**config.mk**
```make
export PLATFORM = sky130hd
export DESIGN_NAME = osc_rate_div
export DESIGN_NICKNAME = d
export VERILOG_FILES = /design/src/rtl/osc_rate_div.sv
export SDC_FILE = /design/constraint.sdc
export NUM_CORES = 1
export LEC_CHECK = 0
export CORE_MARGIN = 3
export CORE_UTILIZATION = 35
export DETAILED_ROUTE_END_ITERATION = 6
export PLACE_DENSITY = 0.58
export SLEW_MARGIN = 15
export SYNTH_ARGS = -nofsm -noshare
export SYNTH_HDL_FRONTEND = slang
export SYNTH_SLANG_ARGS = --single-unit
export TNS_END_PERCENT = 10
```
**constraint.sdc**
```tcl
create_clock -name clk -period 3.4 [get_ports clk]
set_clock_uncertainty 0.2 [all_clocks]
set_input_delay 0.68 -clock clk [delete_from_list [all_inputs] [get_ports clk]]
set_output_delay 0.68 -clock clk [all_outputs]
set_load 0.01 [all_outputs]
```
**src/rtl/osc_rate_div.sv**
```systemverilog
module osc_rate_div #(
  parameter int CHAIN_W = 15
) (
  input  logic       clk,
  input  logic       rst_n,
  input  logic       osc_tick,
  input  logic [2:0] div_ctl,
  input  logic [3:0] rate_sel,
  input  logic       sqw_en,
  input  logic       force_32k,
  input  logic       aux_en,
  input  logic       aux_ok,
  input  logic       main_low,
  output logic       sqw,
  output logic       per_pulse,
  output logic       sec_tick
);
  localparam int TAP_W = $clog2(CHAIN_W);

  logic               osc_on, run, hold, adv, osc_ph, sel_on, tap_now, tap_nxt;
  logic [CHAIN_W-1:0] chain, chain_inc;
  logic [TAP_W-1:0]   tap;

  assign osc_on    = div_ctl[1];
  assign run       = (div_ctl[2:1] == 2'b01);
  assign hold      = (div_ctl[2:1] == 2'b11);
  assign adv       = osc_tick & run & osc_ph;
  assign chain_inc = chain + CHAIN_W'(1);
  assign sel_on    = (rate_sel != 4'd0);

  always_comb begin
    case (rate_sel)
      4'd1:    tap = TAP_W'(6);
      4'd2:    tap = TAP_W'(7);
      4'd3:    tap = TAP_W'(1);
      default: tap = TAP_W'(rate_sel - 4'd2);
    endcase
  end

  assign tap_now = sel_on & chain[tap];
  assign tap_nxt = sel_on & chain_inc[tap];

  always_ff @(posedge clk or negedge rst_n) begin
    if (!rst_n) begin
      osc_ph    <= 1'b0;
      chain     <= '0;
      per_pulse <= 1'b0;
      sec_tick  <= 1'b0;
    end else begin
      if (osc_tick && osc_on) osc_ph <= ~osc_ph;
      if (hold)     chain <= '0;
      else if (adv) chain <= chain_inc;
      per_pulse <= adv & tap_nxt & ~tap_now;
      sec_tick  <= adv & chain_inc[CHAIN_W-1] & ~chain[CHAIN_W-1];
    end
  end

  always_comb begin
    if (main_low)       sqw = force_32k & aux_en & aux_ok & osc_ph;
    else if (force_32k) sqw = osc_ph;
    else                sqw = sqw_en & tap_now;
  end
endmodule


```
==> key figures <==
Outcome
  • Outcome: finished clean

Power
  • Lkg Pwr: roughly 0.94 nW
  • Total design power: roughly 600 uW
  • Peak supply drop: 0.163 mV
  • Pwr Density: 258 nW/um2

Layout
  • FF/Latch Area: 450 um2
  • Fillers: 478
  • Final Core Density: 48.8%
  • Nets: between 200 and 300
  • Antenna Cells: 0
  • Share of cells above drive strength 1: 27.8%
  • Area of the multi-input gates: 1250 um2
  • Synthesis-to-layout area growth: 33.3%

GRT
  • Total grt overflow: 0
  • Antenna violations before repair: 0
  • Largest net degree at the start of global routing: 19
  • First-pass GRT wire length: 8600 um
  • Gr usage total: roughly 18%
  • Vias in the first global route: 1739

STA
  • Fin. Hold Viols: 0
  • Max Slew Vio Count: 0
  • Final setup violating endpoints: 0
  • Fin crit share: 97.2%
  • Unrepaired setup endpoints after global routing: false
  • Hold slack: between 0.3 and 0.4 ns
  • Fmax: 303 MHz
  • Min Tclk post-route: between 3 and 4 ns
  • Rel. slew slack: 43.0%
  • Slew @ Worst Pin: 0.853 ns

Routing
  • Residual DRC: 0
  • Routed Antenna Nets: 0
  • Routed wire length per instance: 15.1 um
  • DRT Pass-1 Iters: 4
  • Via/cell ratio: 5.64
  • Routed WL: 5090 um
  • Vias: 1902
  • Initial drt markers: 79

Setup path
  • Cell mode on critical path: buf_2
  • Critical Path RT: 2.52 ns
  • CP startpoint kind: primary input
  • CP top delay family: compound AO/OA/AOI/OAI gates
  • Critical path's slowest cell: or3b_4
  • Crit-path cells: buf_2, buf_4, or3b_4, a32oi_2, a21oi_2, a2111oi_4, a211oi_4, a41o_1, buf_2
  • Max FO, Critical Path: 11
  • CP peak stage delay: between 0.4 and 0.5 ns
  • Critical Path AT: around 2.4 ns
  • Buf+Inv Stages, Crit Path: 3
  • Critical path class: in -> out
  • Worst Setup End Kind: output port

Synthesis
  • Async set-reset flop share out of synthesis: between 90% and 100%
  • Yosys warnings: 0
  • Number of flops mapped to enable cells by yosys: 0
  • Main synth FF type: dfrtp_1
  • Syn Area/Cell: 7.75 um2
  • Synthesized net count: 243
  • Number of synthesized register bits: 18
  • Yosys cell types: 63
  • Cell Area, Synth: 1750 um2
  • Syn Inst Count: 226
  • Register area share after synthesis: between 20% and 30%

Floorplan
  • Die width: about 77 um
  • Die ar.: 5890 um2
  • Die height: 76.7 um
  • Initial Util: 36.6%
  • IO Pins: 18
  • FP Rows: 25
  • CORE AREA: between 4000 and 5000 um2

Flow run
  • # Max-Cap Violations: 0

Clocking
  • Num CTS Buffers: 3
  • Clock Latency Late Sink: 0.26 ns
  • CTS sink count: 18
  • CTS tree: built
  • Register clock-pin slew on the reported worst setup and hold paths: 0.07 ns
  • Hold Buf Count CTS: 0
  • Htree depth: 1
  • Root Driver: clkbuf_8
  • Max clock buf depth: 2

Place
  • Placer Congestion: around 0.90
  • HPWL after DPL: approximately 3700 um
  • Port bufs: 16

Worst hold path
  • Min-delay worst type: reg -> reg
## sequential cells by signal (all words and copies together), names as in the netlist
register   count
chain         15
sec_tick       1
osc_ph         1
per_pulse      1
## worst paths after layout
path                        startpoint        end  slack (ns)  cells past startpoint
max                        rate_sel[2]        sqw         0.1                      9
min                             osc_ph     osc_ph        0.37                      1
max reg2reg                   chain[0]  per_pulse        0.72                      7
min reg2reg                     osc_ph     osc_ph        0.37                      1
max in group asynchronous        rst_n   chain[9]        1.76                      1
min in group asynchronous        rst_n   chain[7]        0.71                      1
## metal layers
metal,up-vias,track usage [%],part of all wire (%)
li1,944,-,-
met1,918,25.8,50
met2,35,28.2,45
met4,0,4.35,1.0
met3,5,1.53,3.7
met5,-,0,0
## kinds of logic (layout without fill, tap and decap cells)
family / after synthesis / in the layout / share of synthesized area, %
and+or+nand+nor: 88 / 88 / 27.4
AOI/OAI and AO/OA: 80 / 80 / 32.2
buffers and inverters: 26 / 70 / 6.86
DFF: 18 / 18 / 25.7
xor gates and xnor gates: 8 / 8 / 4.00
muxes: 4 / 4 / 2.43
adders and majority gates: 2 / 2 / 1.43
## Yosys cell counts (2+ instances only)
| cell | count | area (um2) |
|---|---|---|
| inv_1 | 6 | 22.5 |
| xor2_1 | 3 | 26.3 |
| nor3_1 | 7 | 35.0 |
| a22o_1 | 4 | 35.0 |
| o41ai_1 | 2 | 17.5 |
| nand4_1 | 3 | 18.8 |
| o21a_1 | 4 | 30.0 |
| mux2i_1 | 2 | 20.0 |
| a211oi_1 | 5 | 37.5 |
| ha_1 | 2 | 25.0 |
| dfrtp_1 | 18 | 450 |
| a21oi_1 | 10 | 50.1 |
| clkbuf_1 | 4 | 15.0 |
| nor2b_1 | 3 | 18.8 |
| mux2_2 | 2 | 22.5 |
| buf_2 | 15 | 75.1 |
| xnor2_1 | 5 | 43.8 |
| nand2b_1 | 2 | 12.5 |
| and3_1 | 4 | 25.0 |
| and2_1 | 2 | 12.5 |
| nor4_1 | 6 | 37.5 |
| o21ai_0 | 24 | 120 |
| o31a_1 | 3 | 26.3 |
| o31ai_1 | 4 | 30.0 |
| nand2_1 | 22 | 82.6 |
| nor2_1 | 19 | 71.3 |
| a31oi_1 | 3 | 18.8 |
| and4_1 | 2 | 17.5 |
| nand3_1 | 6 | 30.0 |
## per-stage QoR
step / cells / worst slack, ns / cell area [um2] / TNS (ns)
2_1_floorplan: 226 / 0.0346 / 1750 / 0
3_3_place_gp: 322 / -0.846 / 2140 / -0.846
3_5_place_dp: 322 / -0.832 / 2140 / -0.832
4_1_cts: 333 / 0.00529 / 2290 / 0
5_1_grt: 337 / 0.0164 / 2330 / 0
6_report: 337 / 0.0961 / 2330 / 0
## placed cells by master, fill, tap and decap left out, types with 3 or more instances in the layout
| master | n |
|---|---|
| buf_6 | 4 |
| a22o_1 | 4 |
| o31a_1 | 3 |
| o21ai_0 | 24 |
| dfrtp_1 | 18 |
| buf_2 | 4 |
| nor4_1 | 6 |
| o21a_1 | 4 |
| a211oi_1 | 4 |
| clkdlybuf4s50_1 | 11 |
| buf_4 | 40 |
| o31ai_1 | 3 |
| nand2_1 | 22 |
| a31oi_1 | 3 |
| a21oi_1 | 9 |
| inv_1 | 4 |
| xnor2_1 | 5 |
| and3_1 | 4 |
| nand4_1 | 3 |
| nor3_1 | 7 |
| nand3_1 | 6 |
| clkbuf_8 | 3 |
| nor2_1 | 18 |
| xor2_1 | 3 |
## power breakdown
part / leakage [nW] / switching, mW / internal (mW) / total, mW
combinational: 0.674 / 0.101 / 0.106 / 0.207
sequential: 0.248 / 0.0189 / 0.225 / 0.244
clock: 0.0216 / 0.0729 / 0.0788 / 0.152
## final cells by class
class / instances / area share [%]
multi-input combinational: 182 / 53.6
timing repair buffer: 61 / 20.8
sequential: 18 / 19.3
tap: 67 / 3.59
clock buffer: 3 / 1.77
inverter: 6 / 0.965
## timing repair
action / 4_1_cts / 5_1_grt
endpoints found under the setup margin: 1 / 1
pin swaps: 4 / 8
hold endpoints to repair: 0 / 0
cloned: 1 / 0
gates resized for setup: 22 / 14
setup buffers: 7 / 4
No activity file was read; power rests on OpenSTA's default activity.
